$ cat src/rtl/tlb_pkg.sv
package tlb_pkg;

   // why a refill chose the way it writes
   typedef enum logic [1:0] {
      VSRC_MATCH = 2'd0,
      VSRC_FREE  = 2'd1,
      VSRC_REPL  = 2'd2
   } vsrc_e;

   function automatic logic is_pow2(input int v);
      return (v > 0) && ((v & (v - 1)) == 0);
   endfunction

endpackage

$ cat src/rtl/tlb_way_array.sv
// One way of the buffer: per-set valid flag, tag and page number.
// Read port A serves lookups, read port B serves refill decisions.
module tlb_way_array #(
   parameter int SETS  = 4,
   parameter int TAG_W = 6,
   parameter int PPN_W = 8,
   localparam int SET_W = $clog2(SETS)
) (
   input  logic             clk,
   input  logic             rst_n,
   input  logic             flush,
   input  logic             wr_en,
   input  logic [SET_W-1:0] wr_set,
   input  logic [TAG_W-1:0] wr_tag,
   input  logic [PPN_W-1:0] wr_ppn,
   input  logic [SET_W-1:0] rd_set_a,
   output logic             vld_a,
   output logic [TAG_W-1:0] tag_a,
   output logic [PPN_W-1:0] ppn_a,
   input  logic [SET_W-1:0] rd_set_b,
   output logic             vld_b,
   output logic [TAG_W-1:0] tag_b
);

   logic [SETS-1:0]             vld_q;
   logic [SETS-1:0][TAG_W-1:0]  tag_q;
   logic [SETS-1:0][PPN_W-1:0]  ppn_q;

   always_ff @(posedge clk or negedge rst_n) begin
      if (!rst_n) begin
         vld_q <= '0;
      end else if (flush) begin
         vld_q <= '0;
      end else if (wr_en) begin
         vld_q[wr_set] <= 1'b1;
      end
   end

   always_ff @(posedge clk) begin
      if (wr_en && !flush) begin
         tag_q[wr_set] <= wr_tag;
         ppn_q[wr_set] <= wr_ppn;
      end
   end

   assign vld_a = vld_q[rd_set_a];
   assign tag_a = tag_q[rd_set_a];
   assign ppn_a = ppn_q[rd_set_a];
   assign vld_b = vld_q[rd_set_b];
   assign tag_b = tag_q[rd_set_b];

endmodule

$ cat src/rtl/tlb_match.sv
// Parallel tag compare across all ways of one set.
module tlb_match #(
   parameter int WAYS  = 2,
   parameter int TAG_W = 6
) (
   input  logic [WAYS-1:0]             vld,
   input  logic [WAYS-1:0][TAG_W-1:0]  tags,
   input  logic [TAG_W-1:0]            key,
   output logic [WAYS-1:0]             hit_oh
);

   for (genvar w = 0; w < WAYS; w++) begin : g_cmp
      assign hit_oh[w] = vld[w] && (tags[w] == key);
   end

endmodule

$ cat src/rtl/tlb_victim.sv
// Chooses the way a refill writes and keeps per-set replacement state.
// Two ways: one recency bit per set. More ways: round-robin pointer.
module tlb_victim #(
   parameter int SETS = 4,
   parameter int WAYS = 2,
   localparam int SET_W = $clog2(SETS),
   localparam int WAY_W = $clog2(WAYS)
) (
   input  logic             clk,
   input  logic             rst_n,
   input  logic             hit_upd,
   input  logic [SET_W-1:0] hit_set,
   input  logic [WAY_W-1:0] hit_way,
   input  logic             fill_en,
   input  logic [SET_W-1:0] fill_set,
   input  logic [WAYS-1:0]  fill_match,
   input  logic [WAYS-1:0]  fill_vld,
   output logic [WAYS-1:0]  victim_oh
);
   import tlb_pkg::*;

   logic [WAYS-1:0]  free_oh;
   logic             free_any;
   logic [WAY_W-1:0] repl_cur;
   logic [WAY_W-1:0] vic_idx;
   vsrc_e            vsrc;

   always_comb begin
      free_oh  = '0;
      free_any = 1'b0;
      for (int w = 0; w < WAYS; w++) begin
         if (!fill_vld[w] && !free_any) begin
            free_oh[w] = 1'b1;
            free_any   = 1'b1;
         end
      end
   end

   always_comb begin
      if (|fill_match) begin
         vsrc      = VSRC_MATCH;
         victim_oh = fill_match;
      end else if (free_any) begin
         vsrc      = VSRC_FREE;
         victim_oh = free_oh;
      end else begin
         vsrc      = VSRC_REPL;
         victim_oh = '0;
         victim_oh[repl_cur] = 1'b1;
      end
   end

   always_comb begin
      vic_idx = '0;
      for (int w = 0; w < WAYS; w++) begin
         if (victim_oh[w]) vic_idx = WAY_W'(w);
      end
   end

   if (WAYS == 2) begin : g_lru
      logic [SETS-1:0] lru_q;   // index of the least recently used way

      always_ff @(posedge clk or negedge rst_n) begin
         if (!rst_n) begin
            lru_q <= '0;
         end else begin
            for (int s = 0; s < SETS; s++) begin
               if (fill_en && fill_set == SET_W'(s))
                  lru_q[s] <= ~vic_idx[0];
               else if (hit_upd && hit_set == SET_W'(s))
                  lru_q[s] <= ~hit_way[0];
            end
         end
      end

      assign repl_cur = lru_q[fill_set];
   end else begin : g_rr
      logic [SETS-1:0][WAY_W-1:0] ptr_q;

      always_ff @(posedge clk or negedge rst_n) begin
         if (!rst_n) begin
            ptr_q <= '0;
         end else begin
            for (int s = 0; s < SETS; s++) begin
               if (fill_en && vsrc == VSRC_REPL && fill_set == SET_W'(s))
                  ptr_q[s] <= ptr_q[s] + 1'b1;
            end
         end
      end

      assign repl_cur = ptr_q[fill_set];
   end

endmodule

$ cat src/rtl/tlb_translator.sv
module tlb_translator #(
   parameter int VA_W  = 16,
   parameter int PA_W  = 16,
   parameter int OFF_W = 8,
   parameter int SETS  = 4,
   parameter int WAYS  = 2,
   localparam int VPN_W = VA_W - OFF_W,
   localparam int PPN_W = PA_W - OFF_W,
   localparam int SET_W = $clog2(SETS),
   localparam int TAG_W = VPN_W - SET_W,
   localparam int WAY_W = $clog2(WAYS)
) (
   input  logic             clk,
   input  logic             rst_n,
   input  logic             lk_valid,
   input  logic [VA_W-1:0]  lk_vaddr,
   output logic             lk_done,
   output logic             lk_hit,
   output logic [PA_W-1:0]  lk_paddr,
   input  logic             fill_valid,
   input  logic [VPN_W-1:0] fill_vpn,
   input  logic [PPN_W-1:0] fill_ppn,
   input  logic             flush_all
);

   // elaboration-time parameter checks
   if (!tlb_pkg::is_pow2(SETS) || SETS < 2) begin : g_bad_sets
      $error("tlb_translator: SETS must be a power of two, at least 2");
   end
   if (!tlb_pkg::is_pow2(WAYS) || WAYS < 2) begin : g_bad_ways
      $error("tlb_translator: WAYS must be a power of two, at least 2");
   end
   if (OFF_W < 1 || VPN_W <= SET_W || PPN_W < 1) begin : g_bad_widths
      $error("tlb_translator: address widths leave no tag or page number");
   end

   // address split
   logic [OFF_W-1:0] lk_off;
   logic [SET_W-1:0] lk_set;
   logic [TAG_W-1:0] lk_tag;
   logic [SET_W-1:0] fl_set;
   logic [TAG_W-1:0] fl_tag;

   assign lk_off = lk_vaddr[OFF_W-1:0];
   assign lk_set = lk_vaddr[OFF_W +: SET_W];
   assign lk_tag = lk_vaddr[VA_W-1 -: TAG_W];
   assign fl_set = fill_vpn[SET_W-1:0];
   assign fl_tag = fill_vpn[VPN_W-1 -: TAG_W];

   // storage
   logic                         fill_fire;
   logic [WAYS-1:0]              victim_oh;
   logic [WAYS-1:0]              vld_a, vld_b;
   logic [WAYS-1:0][TAG_W-1:0]   tag_a, tag_b;
   logic [WAYS-1:0][PPN_W-1:0]   ppn_a;

   assign fill_fire = fill_valid && !flush_all;

   for (genvar w = 0; w < WAYS; w++) begin : g_way
      tlb_way_array #(
         .SETS (SETS),
         .TAG_W(TAG_W),
         .PPN_W(PPN_W)
      ) u_arr (
         .clk     (clk),
         .rst_n   (rst_n),
         .flush   (flush_all),
         .wr_en   (fill_fire && victim_oh[w]),
         .wr_set  (fl_set),
         .wr_tag  (fl_tag),
         .wr_ppn  (fill_ppn),
         .rd_set_a(lk_set),
         .vld_a   (vld_a[w]),
         .tag_a   (tag_a[w]),
         .ppn_a   (ppn_a[w]),
         .rd_set_b(fl_set),
         .vld_b   (vld_b[w]),
         .tag_b   (tag_b[w])
      );
   end

   // lookup compare and refill compare
   logic [WAYS-1:0] look_oh;
   logic [WAYS-1:0] fill_oh;

   tlb_match #(.WAYS(WAYS), .TAG_W(TAG_W)) u_look_cmp (
      .vld   (vld_a),
      .tags  (tag_a),
      .key   (lk_tag),
      .hit_oh(look_oh)
   );

   tlb_match #(.WAYS(WAYS), .TAG_W(TAG_W)) u_fill_cmp (
      .vld   (vld_b),
      .tags  (tag_b),
      .key   (fl_tag),
      .hit_oh(fill_oh)
   );

   logic             look_hit;
   logic [PPN_W-1:0] look_ppn;
   logic [WAY_W-1:0] look_way;

   assign look_hit = |look_oh;

   always_comb begin
      look_ppn = '0;
      look_way = '0;
      for (int w = 0; w < WAYS; w++) begin
         if (look_oh[w]) begin
            look_ppn = look_ppn | ppn_a[w];
            look_way = WAY_W'(w);
         end
      end
   end

   // replacement
   tlb_victim #(.SETS(SETS), .WAYS(WAYS)) u_victim (
      .clk       (clk),
      .rst_n     (rst_n),
      .hit_upd   (lk_valid && look_hit),
      .hit_set   (lk_set),
      .hit_way   (look_way),
      .fill_en   (fill_fire),
      .fill_set  (fl_set),
      .fill_match(fill_oh),
      .fill_vld  (vld_b),
      .victim_oh (victim_oh)
   );

   // registered result
   always_ff @(posedge clk or negedge rst_n) begin
      if (!rst_n) begin
         lk_done  <= 1'b0;
         lk_hit   <= 1'b0;
         lk_paddr <= '0;
      end else begin
         lk_done  <= lk_valid;
         lk_hit   <= lk_valid && look_hit;
         lk_paddr <= (lk_valid && look_hit) ? {look_ppn, lk_off} : '0;
      end
   end

endmodule

$ cat config.mk
export PLATFORM = sky130hd
export DESIGN_NAME = tlb_translator
export DESIGN_NICKNAME = d
export VERILOG_FILES = /design/src/rtl/tlb_pkg.sv /design/src/rtl/tlb_way_array.sv /design/src/rtl/tlb_match.sv /design/src/rtl/tlb_victim.sv /design/src/rtl/tlb_translator.sv
export SDC_FILE = /design/constraint.sdc
export NUM_CORES = 1
export LEC_CHECK = 0
export ABC_AREA = 1
export BUFFER_PORTS_ARGS = -buffer_cell sky130_fd_sc_hd__buf_2
export CORE_UTILIZATION = 60
export CTS_CLUSTER_DIAMETER = 100
export DETAILED_ROUTE_END_ITERATION = 10
export GPL_TIMING_DRIVEN = 0
export PLACE_DENSITY = 0.8
export RECOVER_POWER = 50
export SLEW_MARGIN = 20
export SYNTH_ARGS = -nofsm -noshare
export SYNTH_HDL_FRONTEND = slang
export SYNTH_SLANG_ARGS = --single-unit
export TNS_END_PERCENT = 100
$ cat constraint.sdc
create_clock -name clk -period 3.2 [get_ports clk]
set_clock_uncertainty 0.2 [all_clocks]
set_input_delay 0.96 -clock clk [delete_from_list [all_inputs] [get_ports clk]]
set_output_delay 0.96 -clock clk [all_outputs]
set_load 0.02 [all_outputs]
==> results of run 1 <==
-- cell usage after synthesis (7+ instances only) --
| cell type | count |
|---|---|
| sky130_fd_sc_hd__nand2_1 | 327 |
| sky130_fd_sc_hd__edfxtp_1 | 112 |
| sky130_fd_sc_hd__inv_1 | 57 |
| sky130_fd_sc_hd__nand3_1 | 49 |
| sky130_fd_sc_hd__nor2_1 | 46 |
| sky130_fd_sc_hd__dfrtp_1 | 30 |
| sky130_fd_sc_hd__a21oi_1 | 16 |
| sky130_fd_sc_hd__a22oi_1 | 12 |
| sky130_fd_sc_hd__a22o_1 | 11 |
| sky130_fd_sc_hd__nor2_2 | 10 |
| sky130_fd_sc_hd__nand4_1 | 9 |
| sky130_fd_sc_hd__buf_2 | 8 |
| sky130_fd_sc_hd__buf_4 | 7 |
-- sequential cells by signal, summed over array words and instances, names as in the netlist --
register              flops
g_way.u_arr.ppn_q        64
g_way.u_arr.tag_q        48
lk_paddr                 16
g_way.u_arr.vld_q         8
u_victim.g_lru.lru_q      4
lk_done                   1
lk_hit                    1
-- critical path: cells and delay by family --
kind	cells	cell delay, ns
compound gates	1	0.18
buf+inv	4	0.77
simple gates	7	1.21
-- area by class of cell --
cell class	count	area share [%]
multi-input cells	502	28.01
clock buffers	20	5.803
inverters	62	3.220
clock inverters	12	2.471
plain buffers	25	2.232
well taps	140	2.232
repair buffers	56	3.619
flip-flops and latches	142	52.42
-- routing by layer --
metal,GRT usage [%],wire length [um],vias to the layer above
met2,48.40,7783,310
met5,0,0,-
met4,15.66,439,0
met3,9.927,1994,40
li1,-,-,2548
met1,41.59,6739,2555
-- where the power goes --
part	total [mW]	internal (mW)	switching, mW
Clock	2.15	1.35	0.800
Combinational	0.381	0.117	0.264
Sequential	2.05	2.03	0.0178
-- cell families after synthesis --
kind of cell           Yosys count  synth area share, %
flip-flops                     142                61.26
buffers and inverters           87                6.149
AO/OA/AOI/OAI                   58                5.907
AND/OR/NAND/NOR                444                26.68
-- worst max-delay path by stage --
stage | startpoint | endpoint | slack [ns] | depth (start not counted)
5_1_grt | fill_vpn[1] | g_way[0].u_arr.ppn_q[15] | 0.02 | 11
6_report | fill_vpn[1] | g_way[0].u_arr.ppn_q[20] | 0.12 | 12
4_1_cts | fill_vpn[1] | g_way[0].u_arr.ppn_q[20] | 0.14 | 11
2_1_floorplan | fill_vpn[0] | g_way[0].u_arr.ppn_q[0] | -0.04 | 13
3_5_place_dp | fill_vpn[1] | g_way[1].u_arr.tag_q[3] | -0.38 | 14
3_3_place_gp | fill_vpn[1] | g_way[0].u_arr.ppn_q[2] | -0.94 | 10
-- metrics by stage --
step	TNS [ns]	power, mW	std cells	area, sq um
detailed placement	-36.41	2.461	927	7213
global route	0	4.716	959	7849
floorplan	-2.087	2.318	731	6715
CTS	0	4.590	959	7863
finish	0	4.583	959	7849
global placement	-67.62	2.444	923	7151
==> results_dict.tcl, run 1 <==
set metrics [dict create \
    cellLeakagePower_nw 3.563 \
    antenna_violations_before_repair 0 \
    synth.avg_cell_area_sq_um 9.186 \
    beginning_of_the_worst_register_to_register_path "g_way[0].u_arr.tag_q[10]" \
    mostFrequentLayoutCells "327 x sky130_fd_sc_hd__nand2_1, 112 x sky130_fd_sc_hd__edfxtp_1, 53 x sky130_fd_sc_hd__inv_1, 49 x sky130_fd_sc_hd__nand3_1, 42 x sky130_fd_sc_hd__nor2_1" \
    clockBufferDepth 2 \
    synth_edf_count 112 \
    hpwl_um 11400 \
    async_flop_share_pct 21.13 \
    hp-start "g_way[0].u_arr.vld_q[1]" \
    insertion_delay_ns 0.56 \
    clk_pin_slew_ns 0.06 \
    critical_path.cell_chain "buf_2, inv_4, buf_4, nand2_1, nand2_1, nand2_1, nand2_1, nand3_1, o21ai_2, nand3_2, nor2_2, buf_6" \
    syn-cell-area_sq_mm 0.006715 \
    synth_cell_types 28 \
    multiInputGateArea_sq_mm 0.002198 \
    final-max-slew-violation-count 31 \
    io_buffers 52 \
    dominant_register_cell_in_the_synthesized_netlist "sky130_fd_sc_hd__edfxtp_1" \
    cts.repair.resized 0 \
    final_layout_size_suffix_gt1_share_pct 14.04 \
    tritoncts_clock_tree "yes" \
    total_clock_buffers_created_by_cts 17 \
    reg2reg_setup_slack_ns 0.54 \
    die_height_um 107.8 \
    worst_r2r_endpoint "g_way[0].u_arr.ppn_q[20]" \
    finalWeightedCongestion 0.9779 \
    design.portCount 55 \
    cts_max_level 4 \
    postSynthCellCount 731 \
    timing.final.setup_violations 0 \
    hold-worst-slack_ns 0.3226 \
    worstPathArrival_ns 3.14 \
    coreArea_sq_mm 0.01089 \
    startpoint_type "primary input" \
    remaining_drc_errors 0 \
    area_growth_pct 16.88 \
    worst_hold_path.endpoint "g_way[0].u_arr.vld_q[1]" \
    setup_ws_ns 0.1167 \
    cts.hold.buffers_added 0 \
    yosysSeqAreaShare_pct 61.26 \
    total_nets_final 843 \
    yosysWarningCount 0 \
    worst_slew_pin_slew_ns 1.641 \
    row_count 38 \
    min_period_over_period_pct 96.35 \
    syn-num-nets 768 \
    violations_in_the_final_reports "capacitance limit, slew limit" \
    relSlewSlack_pct -9.374 \
    n_fill_cell 803 \
    drt-initial-drc-count 575 \
    r2r_cells 10 \
    ir_drop_v 0.0008170 \
    postLayoutCoreUtil_pct 72.09 \
    dieArea_sq_mm 0.01162 \
    final_hold_viol_count 0 \
    drv_cap 1 \
    run_status "finished, violations left" \
    timing.critical_path.required_ns 3.26 \
    number_of_flip_flops_and_latches_in_the_synthesized_netlist 142 \
    first_global_vias 5182 \
    clock_sink_count 142 \
    slowest_cell_on_the_critical_path "sky130_fd_sc_hd__nor2_2" \
    die_x_um 107.8 \
    routed-via-count 5453 \
    critical_path.endpoint_type "flop" \
    final_common_cell "sky130_fd_sc_hd__nand2_1" \
    detail-route-antenna-nets 0 \
    drt-wirelength-per-cell_um 17.68 \
    pre_cts_ws_ns -0.3818 \
    cell_taking_the_most_area_after_synthesis "sky130_fd_sc_hd__edfxtp_1" \
    first_pass_grt_wire_length_um 26450 \
    grt_start_max_net_pins 31 \
    post_cts_setup_driven_buffer_insertion_count 0 \
    grt.overflow.total 0 \
    floorplan.initialDensity_pct 61.68 \
    min_delay_path_depth 2 \
    antenna_cells 0 \
    min-delay-path-class "flop to flop" \
    timing.final.crit_period_ns 3.083 \
    max_freq_ghz 0.3243 \
    crit_type "primary input to flop" \
    cpPeakStageDelay_ns 0.49 \
    detail_route.wirelength_um 16960 \
    number_of_iterations_in_the_first_detailed_routing_pass 5 \
    timing.critical_path.mode_cell "sky130_fd_sc_hd__nand2_1" \
    synth.area.top_cells "sky130_fd_sc_hd__edfxtp_1 50%, sky130_fd_sc_hd__nand2_1 18%, sky130_fd_sc_hd__dfrtp_1 11%, sky130_fd_sc_hd__nand3_1 3.7%, sky130_fd_sc_hd__inv_1 3.2%" \
    routed_via_density 5.686 \
    global_route.usage.total_pct 31.90 \
    netlist.area_leader.share_pct 50.08 \
    cts.root.buffer_cell "sky130_fd_sc_hd__clkbuf_8" \
    cp_max_fo 10 \
    pwr_per_cell_area_mw_per_mm2 583.9 \
    ff_latch_area_sq_mm 0.004114 \
    rsz0062_at_grt "false" \
]
No activity file was read; power rests on OpenSTA's default activity.
==> inputs of run 2 (changes only) <==
Settings changed: CORE_MARGIN set to 4.
==> results_dict.tcl, run 2 (synthesis gave the netlist of run 1 again) <==
set metrics [dict create \
    layout_top_registers "g_way.u_arr.ppn_q x64, g_way.u_arr.tag_q x48, lk_paddr x16" \
    worst_hold_path.endpoint "g_way[0].u_arr.vld_q[3]" \
    cts.repair.resized 0 \
    drt-wirelength-per-cell_um 17.41 \
    relSlewSlack_pct -12.04 \
    critical_path.endpoint_type "flop" \
    hold-worst-slack_ns 0.3165 \
    cp_max_fo 10 \
    total_nets_final 843 \
    antenna_violations_before_repair 0 \
    cts.root.buffer_cell "sky130_fd_sc_hd__clkbuf_8" \
    remaining_drc_errors 0 \
    max_freq_ghz 0.3272 \
    drt-initial-drc-count 598 \
    worst_r2r_endpoint "g_way[0].u_arr.ppn_q[27]" \
    cts.hold.buffers_added 0 \
    grt_start_max_net_pins 31 \
    number_of_iterations_in_the_first_detailed_routing_pass 8 \
    insertion_delay_ns 0.53 \
    ir_drop_v 0.0007299 \
    cts_max_level 4 \
    violations_in_the_final_reports "capacitance limit, slew limit" \
    area_growth_pct 15.91 \
    hpwl_um 11380 \
    tritoncts_clock_tree "yes" \
    grt.overflow.total 0 \
    final_hold_viol_count 0 \
    mostFrequentLayoutCells "327 x sky130_fd_sc_hd__nand2_1, 112 x sky130_fd_sc_hd__edfxtp_1, 55 x sky130_fd_sc_hd__inv_1, 49 x sky130_fd_sc_hd__nand3_1, 45 x sky130_fd_sc_hd__buf_2" \
    fin_tns_setup_ns 0 \
    worstPathArrival_ns 3.10 \
    clk_pin_slew_ns 0.06 \
    placement.cell_area_sq_mm 0.007221 \
    hp-start "g_way[0].u_arr.vld_q[3]" \
    clock_sink_count 142 \
    post_cts_setup_driven_buffer_insertion_count 0 \
    clockBufferDepth 2 \
    cellLeakagePower_nw 3.577 \
    detail_route.wirelength_um 16700 \
    beginning_of_the_worst_register_to_register_path "g_way[0].u_arr.tag_q[16]" \
    dieArea_sq_mm 0.01295 \
    startpoint_type "primary input" \
    io_buffers 52 \
    finalInstanceArea_sq_mm 0.007784 \
    die_x_um 113.8 \
    final_layout_size_suffix_gt1_share_pct 14.65 \
    first_global_vias 5131 \
    largest_reg_flops 64 \
    top_register_by_number_of_flip_flops "g_way.u_arr.ppn_q" \
    finalWeightedCongestion 0.9597 \
    startpoint "fill_vpn[0]" \
    rsz0062_at_grt "true" \
    drv_cap 1 \
    r2r_cells 10 \
    routed-via-count 5356 \
    worst_slew_pin_slew_ns 1.681 \
    timing.final.crit_period_ns 3.056 \
    floorplan.initialDensity_pct 61.68 \
    min-delay-path-class "flop to flop" \
    antenna_cells 0 \
    timing.final.setup_violations 0 \
    routed_via_density 5.585 \
    pwr_per_cell_area_mw_per_mm2 554.2 \
    reg2reg_setup_slack_ns 0.58 \
    final-max-slew-violation-count 31 \
    final_common_cell "sky130_fd_sc_hd__nand2_1" \
    min_period_over_period_pct 95.50 \
    die_height_um 113.8 \
    coreArea_sq_mm 0.01089 \
    total_clock_buffers_created_by_cts 17 \
    first_pass_grt_wire_length_um 26050 \
    design.portCount 55 \
    detail-route-antenna-nets 0 \
    crit_type "primary input to flop" \
    timing.critical_path.required_ns 3.24 \
    min_delay_path_depth 2 \
    power_mw 4.314 \
    run_status "finished, violations left" \
    global_route.usage.total_pct 27.03 \
    row_count 38 \
]
[run 2: how the worst max path moves through the flow]
stage	slack [ns]	to	depth (start not counted)
finish	0.14	g_way[0].u_arr.ppn_q[27]	14
global route	-0.06	g_way[0].u_arr.ppn_q[31]	14
CTS	0.21	g_way[0].u_arr.ppn_q[24]	14
detailed placement	-0.35	g_way[0].u_arr.ppn_q[24]	14
global placement	-0.96	g_way[0].u_arr.ppn_q[24]	10
floorplan	-0.04	g_way[0].u_arr.ppn_q[0]	13
[run 2: layout make-up]
type	instances	area, sq um
multi-input combinational	502	2198
clock buffer	22	473.0
timing repair buffer	56	301.5
buffer	25	175.2
sequential	142	4114
tap	140	175.2
fill	811	3104
inverter	62	245.2
clock inverter	10	101.3
[run 2: worst max-delay path, cell delays in order]
cell                      delay [ns]
sky130_fd_sc_hd__buf_6          0.11
sky130_fd_sc_hd__inv_4          0.11
sky130_fd_sc_hd__buf_6          0.16
sky130_fd_sc_hd__nand2_1        0.07
sky130_fd_sc_hd__nand2_1        0.06
sky130_fd_sc_hd__nand2_1        0.09
sky130_fd_sc_hd__nand2_1        0.10
sky130_fd_sc_hd__nand2_1        0.05
sky130_fd_sc_hd__nand2_1        0.11
sky130_fd_sc_hd__nand3_1        0.14
sky130_fd_sc_hd__o21ai_2        0.19
sky130_fd_sc_hd__nand3_2        0.22
sky130_fd_sc_hd__nor2_2         0.50
sky130_fd_sc_hd__buf_8          0.22
[run 2: routing by layer]
layer | global-route usage (%) | vias up | share of wire, %
met5 | 0 | - | 0
met3 | 6.684 | 35 | 11
li1 | - | 2557 | -
met2 | 40.75 | 287 | 45
met4 | 11.08 | 0 | 2.6
met1 | 38.00 | 2477 | 41
[run 2: per-stage QoR]
step / setup WS, ns / std cells / util [%]
after floorplan: -0.03726 / 731 / -
after global placement: -0.9642 / 923 / 65.67
after detailed placement: -0.3549 / 927 / 66.32
after CTS: 0.2079 / 959 / 71.59
after global routing: -0.05727 / 959 / 71.49
final: 0.1439 / 959 / 71.49
[run 2: where the power goes]
part | switching (mW) | total, mW | internal, mW
clock network | 0.759 | 1.88 | 1.12
logic | 0.262 | 0.380 | 0.118
registers | 0.0186 | 2.05 | 2.03
